**src/rtl/irq_level_pkg.sv**
```systemverilog
package irq_level_pkg;

  localparam int NUM_SRC = 13;
  localparam int DATA_W  = 16;
  localparam int LVL_W   = 4;
  localparam int IDLE_SEL = (1 << LVL_W) - 1;

  // status bit owned by each source index
  function automatic int src_bit(int idx);
    case (idx)
      0: return 9;   1: return 8;   2: return 14;  3: return 13;
      4: return 12;  5: return 11;  6: return 10;  7: return 6;
      8: return 5;   9: return 4;   10: return 7;  11: return 0;
      default: return 15;
    endcase
  endfunction

  // priority number of each source index (smaller wins)
  function automatic int src_prio(int idx);
    case (idx)
      0: return 1;   1: return 2;   2: return 9;   3: return 10;
      4: return 3;   5: return 0;   6: return 4;   7: return 5;
      8: return 6;   9: return 7;   10: return 8;  11: return 11;
      default: return 12;
    endcase
  endfunction

  // spread request lines onto their status positions
  function automatic logic [DATA_W-1:0] place_requests(logic [NUM_SRC-1:0] req);
    logic [DATA_W-1:0] w;
    w = '0;
    for (int i = 0; i < NUM_SRC; i++) w[src_bit(i)] = req[i];
    return w;
  endfunction

  // smallest priority among pending enabled sources, idle value when none
  function automatic logic [LVL_W-1:0] pick_priority(logic [DATA_W-1:0] pend);
    int best;
    best = IDLE_SEL;
    for (int i = 0; i < NUM_SRC; i++)
      if (pend[src_bit(i)] && src_prio(i) < best) best = src_prio(i);
    return LVL_W'(best);
  endfunction

  function automatic logic [LVL_W-1:0] encode_level(logic [LVL_W-1:0] sel);
    return sel ^ LVL_W'(IDLE_SEL);
  endfunction

endpackage

```
**src/rtl/irq_status_track.sv**
```systemverilog
module irq_status_track
  import irq_level_pkg::*;
(
  input  logic              clk,
  input  logic              rst,
  input  logic [NUM_SRC-1:0] req_i,
  output logic [DATA_W-1:0] word_next_o,
  output logic [DATA_W-1:0] status_o
);

  logic [DATA_W-1:0] status_q;

  always_comb word_next_o = place_requests(req_i);

  always_ff @(posedge clk) begin
    if (rst) status_q <= '0;
    else     status_q <= word_next_o;
  end

  assign status_o = status_q;

  for (genvar g = 0; g < NUM_SRC; g++) begin : g_follow
    localparam int BITPOS = src_bit(g);

    status_set_chk: assert property (@(posedge clk) disable iff (rst)
      req_i[g] |=> status_q[BITPOS]);

    status_clr_chk: assert property (@(posedge clk) disable iff (rst)
      !req_i[g] |=> !status_q[BITPOS]);
  end

endmodule

```
**src/rtl/irq_prio_resolve.sv**
```systemverilog
module irq_prio_resolve
  import irq_level_pkg::*;
(
  input  logic [DATA_W-1:0] status_i,
  input  logic [DATA_W-1:0] mask_i,
  output logic [DATA_W-1:0] pend_o,
  output logic [LVL_W-1:0]  sel_o,
  output logic [LVL_W-1:0]  level_o
);

  always_comb begin
    pend_o  = status_i & mask_i;
    sel_o   = pick_priority(pend_o);
    level_o = encode_level(sel_o);
  end

endmodule

```
**src/rtl/irq_regfile.sv**
```systemverilog
module irq_regfile
  import irq_level_pkg::*;
#(
  parameter int ADDR_W = 6,
  parameter logic [DATA_W-1:0] VERSION_ID = 16'h0010,
  parameter logic [ADDR_W-1:0] OFS_MASK = 6'h00,
  parameter logic [ADDR_W-1:0] OFS_PWR  = 6'h30,
  parameter logic [ADDR_W-1:0] OFS_VER  = 6'h32,
  parameter logic [ADDR_W-1:0] OFS_PORT = 6'h36
)(
  input  logic              clk,
  input  logic              rst,
  input  logic              rd_i,
  input  logic              wr_i,
  input  logic [ADDR_W-1:0] addr_i,
  input  logic [DATA_W-1:0] wdata_i,
  output logic [DATA_W-1:0] rdata_o,
  output logic [DATA_W-1:0] mask_o,
  output logic [DATA_W-1:0] mask_next_o,
  output logic [DATA_W-1:0] pwr_o,
  output logic [DATA_W-1:0] port_o
);

  logic [DATA_W-1:0] mask_q, pwr_q, port_q, rdata_q, rd_mux;
  logic mask_wr_w, pwr_wr_w, port_wr_w, unmapped_w;

  assign mask_wr_w  = wr_i && (addr_i == OFS_MASK);
  assign pwr_wr_w   = wr_i && (addr_i == OFS_PWR);
  assign port_wr_w  = wr_i && (addr_i == OFS_PORT);
  assign unmapped_w = (addr_i != OFS_MASK) && (addr_i != OFS_PWR) &&
                      (addr_i != OFS_VER)  && (addr_i != OFS_PORT);

  always_comb mask_next_o = mask_wr_w ? wdata_i : mask_q;

  always_comb begin
    unique case (1'b1)
      addr_i == OFS_MASK: rd_mux = mask_q;
      addr_i == OFS_PWR:  rd_mux = pwr_q;
      addr_i == OFS_VER:  rd_mux = VERSION_ID;
      addr_i == OFS_PORT: rd_mux = port_q;
      default:            rd_mux = '0;
    endcase
  end

  always_ff @(posedge clk) begin
    if (rst) begin
      mask_q  <= '0;
      pwr_q   <= '0;
      port_q  <= '0;
      rdata_q <= '0;
    end else begin
      mask_q <= mask_next_o;
      if (pwr_wr_w)  pwr_q  <= wdata_i;
      if (port_wr_w) port_q <= wdata_i;
      rdata_q <= rd_i ? rd_mux : '0;
    end
  end

  assign rdata_o = rdata_q;
  assign mask_o  = mask_q;
  assign pwr_o   = pwr_q;
  assign port_o  = port_q;


  version_read_chk: assert property (@(posedge clk) disable iff (rst)
    (rd_i && addr_i == OFS_VER) |=> rdata_q == VERSION_ID);

  unmapped_read_chk: assert property (@(posedge clk) disable iff (rst)
    (rd_i && unmapped_w) |=> rdata_q == '0);

  unmapped_write_chk: assert property (@(posedge clk) disable iff (rst)
    (wr_i && (unmapped_w || addr_i == OFS_VER)) |=>
      ($stable(mask_q) && $stable(pwr_q) && $stable(port_q)));

  idle_rdata_chk: assert property (@(posedge clk) disable iff (rst)
    !rd_i |=> rdata_q == '0);

endmodule

```
**src/rtl/irq_level_enc.sv**
```systemverilog
module irq_level_enc
  import irq_level_pkg::*;
#(
  parameter int ADDR_W = 6,
  parameter logic [DATA_W-1:0] VERSION_ID = 16'h0010
)(
  input  logic               clk,
  input  logic               rst,
  input  logic [NUM_SRC-1:0] irq_req_i,
  input  logic               bus_rd_i,
  input  logic               bus_wr_i,
  input  logic [ADDR_W-1:0]  bus_addr_i,
  input  logic [DATA_W-1:0]  bus_wdata_i,
  output logic [DATA_W-1:0]  bus_rdata_o,
  output logic [LVL_W-1:0]   cpu_level_o,
  output logic [DATA_W-1:0]  pwr_ctl_o,
  output logic [DATA_W-1:0]  port_out_o
);

  localparam int TOP_SRC_BIT = src_bit(5);

  logic [DATA_W-1:0] word_next_w, status_w, mask_w, mask_next_w;
  logic [DATA_W-1:0] pend_next_w, pend_now_w;
  logic [LVL_W-1:0]  sel_next_w, level_next_w, level_q;

  irq_status_track u_track (
    .clk(clk), .rst(rst), .req_i(irq_req_i),
    .word_next_o(word_next_w), .status_o(status_w)
  );

  irq_regfile #(.ADDR_W(ADDR_W), .VERSION_ID(VERSION_ID)) u_regs (
    .clk(clk), .rst(rst), .rd_i(bus_rd_i), .wr_i(bus_wr_i),
    .addr_i(bus_addr_i), .wdata_i(bus_wdata_i), .rdata_o(bus_rdata_o),
    .mask_o(mask_w), .mask_next_o(mask_next_w),
    .pwr_o(pwr_ctl_o), .port_o(port_out_o)
  );

  // resolve on next-cycle state so the output lags inputs by one edge
  irq_prio_resolve u_resolve (
    .status_i(word_next_w), .mask_i(mask_next_w),
    .pend_o(pend_next_w), .sel_o(sel_next_w), .level_o(level_next_w)
  );

  always_ff @(posedge clk) begin
    if (rst) level_q <= '0;
    else     level_q <= level_next_w;
  end

  assign cpu_level_o = level_q;
  assign pend_now_w  = status_w & mask_w;


  idle_level_chk: assert property (@(posedge clk) disable iff (rst)
    (pend_now_w == '0) |-> (level_q == '0));

  busy_level_chk: assert property (@(posedge clk) disable iff (rst)
    (pend_now_w != '0) |-> (level_q != '0));

  top_level_chk: assert property (@(posedge clk) disable iff (rst)
    pend_now_w[TOP_SRC_BIT] |-> (level_q == 4'hF));

  reset_level_chk: assert property (@(posedge clk)
    rst |=> (level_q == '0 && mask_w == '0 && status_w == '0));

endmodule

```
**config.mk**
```make
export PLATFORM = sky130hd
export DESIGN_NAME = irq_level_enc
export DESIGN_NICKNAME = d
export VERILOG_FILES = /design/src/rtl/irq_level_pkg.sv /design/src/rtl/irq_status_track.sv /design/src/rtl/irq_prio_resolve.sv /design/src/rtl/irq_regfile.sv /design/src/rtl/irq_level_enc.sv
export SDC_FILE = /design/constraint.sdc
export NUM_CORES = 1
export LEC_CHECK = 0
export BUFFER_PORTS_ARGS = -buffer_cell sky130_fd_sc_hd__buf_2
export CORE_ASPECT_RATIO = 0.6
export CORE_MARGIN = 4
export CORE_UTILIZATION = 55
export CTS_CLUSTER_SIZE = 24
export DETAILED_ROUTE_END_ITERATION = 10
export GPL_ROUTABILITY_DRIVEN = 0
export PLACE_DENSITY = 0.81
export SLEW_MARGIN = 25
export SYNTH_ARGS = -nofsm -noshare
export SYNTH_HDL_FRONTEND = slang
export SYNTH_HIERARCHICAL = 1
export SYNTH_SLANG_ARGS = --single-unit
```
**constraint.sdc**
```tcl
create_clock -name clk -period 2.2 [get_ports clk]
set_input_delay 0.11 -clock clk [delete_from_list [all_inputs] [get_ports clk]]
set_output_delay 0.11 -clock clk [all_outputs]
set_load 0.005 [all_outputs]
```
Yosys cells after proc, flatten, opt, wreduce, memory -nomap -nowiden:

Index checks and enable logic that the tools add are counted.

* magnitude comparators: 12
* eq/ne operators: 3
* mux-type cells: 15
* bitwise gates (word level): 3
* reductions and logical operators: 17

Operator list (count)
* two-way mux 32 bit: 11
* < comparator 5 x 32 -> 1 bit, first input constant: 5
* < comparator 4 x 32 -> 1 bit, first input constant: 4
* < comparator 3 x 32 -> 1 bit, first input constant: 2
* one-hot mux 16 bit (4 select lines): 1
* < comparator 1 x 32 -> 1 bit, first input constant: 1
* == test 6 bit, second input constant: 3
* AND 16 bit: 1
* two-way mux 16 bit: 1
* logical AND 1 bit: 15
* two-way mux 4 bit: 2
* zero test 6 bit: 1
* inverter 4 bit: 1
* OR reduction 2 bit: 1
* inverter 1 bit: 1

* register bits after elaboration: 68
* input bits: 39
* output and inout port bits: 52
* word-level logic and storage cells: 55

Logic depth before layout (Yosys ltp):

* depth after elaboration: 42
* gate-level depth with buffers: 9
* gate-level depth less buffers: 8

Cells and area by module:

The synthesis kept the hierarchy.

Modules (own cells, without submodules)
* irq_regfile: instances 1, cells each 311, area an instance 3118.0 um^2, seq. area each 1281.2 um^2
* irq_status_track: instances 1, cells each 47, area an instance 541.8 um^2, seq. area each 260.2 um^2
* irq_prio_resolve: instances 1, cells each 49, area an instance 320.3 um^2, seq. area each 0.0 um^2
* irq_level_enc: instances 1, cells each 8, area an instance 105.1 um^2, seq. area each 80.1 um^2

Worst setup path after synthesis:

No wires, ideal clock.

* path kind: input-to-reg
* start point: input port bus_addr_i[0]
* end point: register level_q[0] (netlist: cpu_level_o[0])
* setup time: 0.114 ns
* data arrival time: 1.854 ns
* required time: 2.086 ns
* setup slack: 0.232 ns
* stages: 9
* buffers on the path: 1
* cell sequence: nor4_4 nand3_4 buf_6 mux2_4 nand2_1 a21boi_1 o21ai_1 a211o_1 nor2b_1

* elaborated cells between the ends (all ways): 42
* classes of those cells: 12 x order compare; 14 x mux; 2 x bitwise; 14 x reduce/logical

RTL lines
* from (decl): line irq_level_enc.sv:12 `input logic [ADDR_W-1:0] bus_addr_i,`
* zero test 6 bit *: line irq_regfile.sv:27 `assign mask_wr_w = wr_i && (addr_i == OFS_MASK);`
* logical AND 1 bit *: line irq_regfile.sv:27
* two-way mux 16 bit *: line irq_regfile.sv:33 `always_comb mask_next_o = mask_wr_w ? wdata_i : mask_q;`
* via mask_next_w[10]: line irq_level_enc.sv:22 `logic [DATA_W-1:0] word_next_w, status_w, mask_w, mask_next_w;`
* AND 16 bit *: line irq_prio_resolve.sv:12 `pend_o = status_i & mask_i;`
* logical AND 1 bit *: line irq_level_pkg.sv:41 `if (pend[src_bit(i)] && src_prio(i) < best) best = src_prio(i);`
* two-way mux 32 bit *: line irq_level_pkg.sv:41
* < comparator 4 x 32 -> 1 bit: line irq_level_pkg.sv:41
* (+11 left out)
* < comparator 5 x 32 -> 1 bit: line irq_level_pkg.sv:41
* logical AND 1 bit: line irq_level_pkg.sv:41
* two-way mux 32 bit *: line irq_level_pkg.sv:41
* < comparator 5 x 32 -> 1 bit: line irq_level_pkg.sv:41
* logical AND 1 bit: line irq_level_pkg.sv:41
* two-way mux 4 bit *: line irq_level_pkg.sv:41
* inverter 4 bit (no line) *
* via level_next_w[0]: line irq_level_enc.sv:24 `logic [LVL_W-1:0] sel_next_w, level_next_w, level_q;`
* to (signal assigned): line irq_level_enc.sv:46 `else level_q <= level_next_w;`
* to (decl): line irq_level_enc.sv:24

Mark *: on every way through the listed nets, which the timed path passes. The rest lies on a longest branch.
A chain may end at the register's enable or synchronous reset.

Worst setup path in the final report:

Ends and elaborated chain as after synthesis.

==> tab_implementation.tex <==
\begin{tabular}{lr}
\hline
Metric & Value \\
\hline
\multicolumn{2}{l}{\textbf{Min path}} \\
Hold path start & bus\_wdata\_i[1] \\
Worst min-delay path class & input port to flip-flop \\
\multicolumn{2}{l}{\textbf{Power}} \\
Power density cells & 666 nW/um\^{}2 \\
Switching power as a share of total power & 22.0\% \\
Sequential cell fraction of total power & between 40 and 50\% \\
Post-route total power & around 0.0028 W \\
Combinational share of power & 6.3\% \\
Net switching component of the power & 0.000617 W \\
Clock share of power & 49.5\% \\
VDD IR max & around 0.35 mV \\
Internal power of the cells & 0.00218 W \\
Leak pwr & 2.01 nW \\
\multicolumn{2}{l}{\textbf{Clocking}} \\
Clock insertion delay at the later pin of the skew report & 0.35 ns \\
Clock edge transition at the registers on the reported setup and hold paths & about 0.08 ns \\
Hold buffers post-CTS & 0 \\
Number of H-tree levels & 3 \\
Clock tree from TritonCTS & built \\
Clock buffers created by TritonCTS & 9 \\
Count of instances resized after the clock tree is built & 0 \\
Max Root-Sink Buffers & 2 \\
CTS Root Cell & clkbuf\_8 \\
CTS sink count & 68 \\
Number of setup buffers added after CTS & 0 \\
\multicolumn{2}{l}{\textbf{Synthesis}} \\
Syn\_area\_per\_cell & 9.68 sq um \\
Syn Std Cell Area & approximately 3500 sq um \\
Gate Count Post-Synth & between 300 and 400 \\
Net count after synthesis & 404 \\
Number of warnings issued by yosys & 6 \\
\multicolumn{2}{l}{\textbf{Cells and area}} \\
Footprint of the multi-input gates & 1930 sq um \\
Post-layout util & 68.2\% \\
Number of nets in the layout & 476 \\
Layout fillers & just over 500 \\
Proportion of layout cells with a drive suffix above 1 & 31.7\% \\
FF+latch area & 1360 sq um \\
Area growth syn-to-layout & 19.0\% \\
Total inserted antenna cells & 0 \\
\multicolumn{2}{l}{\textbf{Global route}} \\
Initial antenna violation count & 0 \\
Wire length of the first global-routing pass & 14500 microns \\
Maximum number of pins on one net before global-route repair & 40 \\
Grt total ovfl & 0 \\
Vias in the first global route & 2872 \\
Gr usage total & 23.3\% \\
\multicolumn{2}{l}{\textbf{STA}} \\
Setup Skew & roughly 0.0069 ns \\
Final worst path period need & 1.77 ns \\
Max-slew violations & 0 \\
Final number of hold-violating endpoints & 0 \\
Setup TNS & 0 ns \\
Tightest Pin Transition & 0.572 ns \\
Final number of setup-violating endpoints & 0 \\
RSZ-0062 raised after global routing & false \\
Final worst path period share & 80.5\% \\
Max Clock Freq & about 0.56 GHz \\
Remaining max-slew budget at the tightest pin & 61.9\% \\
Worst setup slack after layout & 0.428 ns \\
\multicolumn{2}{l}{\textbf{Worst setup path}} \\
Delay of the slowest cell on the worst path & 0.34 ns \\
Start point of the critical path & bus\_addr\_i[0] \\
Required time worst endpoint & 2.43 ns \\
Maximum fanout count along the critical path & 29 \\
Slowest-stage cell, CP & nor4\_4 \\
Startpoint type of the worst setup path & input port \\
Chain of cells forming the critical path & buf\_2, nor4\_4, nand3\_4, buf\_12, mux2\_4, nand2\_1, a21boi\_1, o21ai\_1, a211o\_1, nor2b\_1 \\
Setup crit end kind & flip-flop \\
Worst R2R Start & u\_regs/mask\_o[5]\$\_SDFF\_PP0\_ \\
Crit Path Category & input port to flip-flop \\
Critical Path AT & 2.01 ns \\
\multicolumn{2}{l}{\textbf{Job}} \\
Max Cap Violations & 0 \\
\multicolumn{2}{l}{\textbf{Floorplan}} \\
Vert. Die Dim & between 70 and 80 microns \\
Width of the die & 111 microns \\
\# IOs & 91 \\
Total core area & 6170 sq um \\
Initial standard-cell utilization of the core & 57.3\% \\
Placement Rows & 22 \\
DIE AREA & 7810 sq um \\
\multicolumn{2}{l}{\textbf{Run status}} \\
Run status & complete, no violations \\
\multicolumn{2}{l}{\textbf{Route}} \\
Count of unresolved DRC violations after routing & 0 \\
Antenna viol nets, final & 0 \\
Routed length per placed instance & between 15 and 20 microns \\
Detailed-route vias per instance & about 5.6 \\
Overall via count from detail\_route & slightly below 3k \\
Initial detailed-routing violation count & 212 \\
First-pass iteration count of the detailed router & 6 \\
Total detailed-routing wirelength & 9100 microns \\
\multicolumn{2}{l}{\textbf{Placed design}} \\
Number of buffers inserted by port buffering & 90 \\
HPWL after DPL & between 6000 and 7000 microns \\
Worst setup timing slack at the placement stage & 0.100 ns \\
\hline
\end{tabular}
## final timing paths
path	slack [ns]	cells past startpoint	endpoint
max	0.43	10	cpu_level_o[0]$_SDFF_PP0_
min	0.09	3	u_regs/port_o[1]$_SDFFE_PP0P_
max reg2reg	0.71	6	cpu_level_o[0]$_SDFF_PP0_
min reg2reg	0.49	2	u_regs/pwr_o[2]$_SDFFE_PP0P_
## per-layer routing
layer | vias to the layer above | GRT usage (%) | wire length (microns)
met5 | - | 0 | 0
met4 | 0 | 5.40 | 106
met3 | 23 | 6.93 | 718
met2 | 113 | 36.3 | 4020
met1 | 1405 | 31.8 | 4250
li1 | 1403 | - | -
## placed cells by master, fill, tap and decap left out, drive strengths merged, types with 4 or more instances in the layout
cell    count
a21oi      18
and3       16
clkbuf      9
nand2b     66
o21ai      17
dfxtp      68
bufinv      4
nor3b      15
inv         4
buf        99
nand2       9
a22oi       5
nor2        4
mux2i      48
and2        8
mux2       13
nor2b       5
nand3      19
## area by class of cell
cell class,count,share of cell area (%)
clock buffers,9,2.95
clock inverters,7,3.48
inverters,2,0.179
multi-input cells,257,45.9
flip-flops and latches,68,32.4
well taps,84,2.50
repair buffers,99,12.6
## per-stage QoR
| stage | std cells | hold slack, ns | instance area (sq um) |
|---|---|---|---|
| finish | 526 | 0.0862 | 4200 |
| floorplan | 365 | 0.182 | 3530 |
| global route | 526 | 0.0928 | 4200 |
| detailed placement | 510 | 0.451 | 3930 |
| global placement | 510 | 0.433 | 3930 |
| CTS | 526 | 0.0729 | 4200 |
## sequential cells by signal, indices dropped and copies added (netlist names)
name and count:
u_regs/mask_o 16, u_regs/port_o 16, u_regs/pwr_o 16, u_regs/rdata_o 16, cpu_level_o 4
## worst max-delay path: cells and delay by family
family / cells / cell delay (ns)
buf+inv: 2 / 0.32
compound gates: 3 / 0.52
mux: 1 / 0.34
simple gates: 4 / 0.68
## power groups by stage
stage	clock network, W	logic [W]	registers [W]
final	0.00139	0.000176	0.00124
after detailed placement	0	0.000172	0.00127
after global routing	0.00145	0.000189	0.00124
after CTS	0.00141	0.000174	0.00124
after global placement	0	0.000169	0.00127
after floorplan	0	0.000107	0.00127
(Power assumes the default switching activity.)
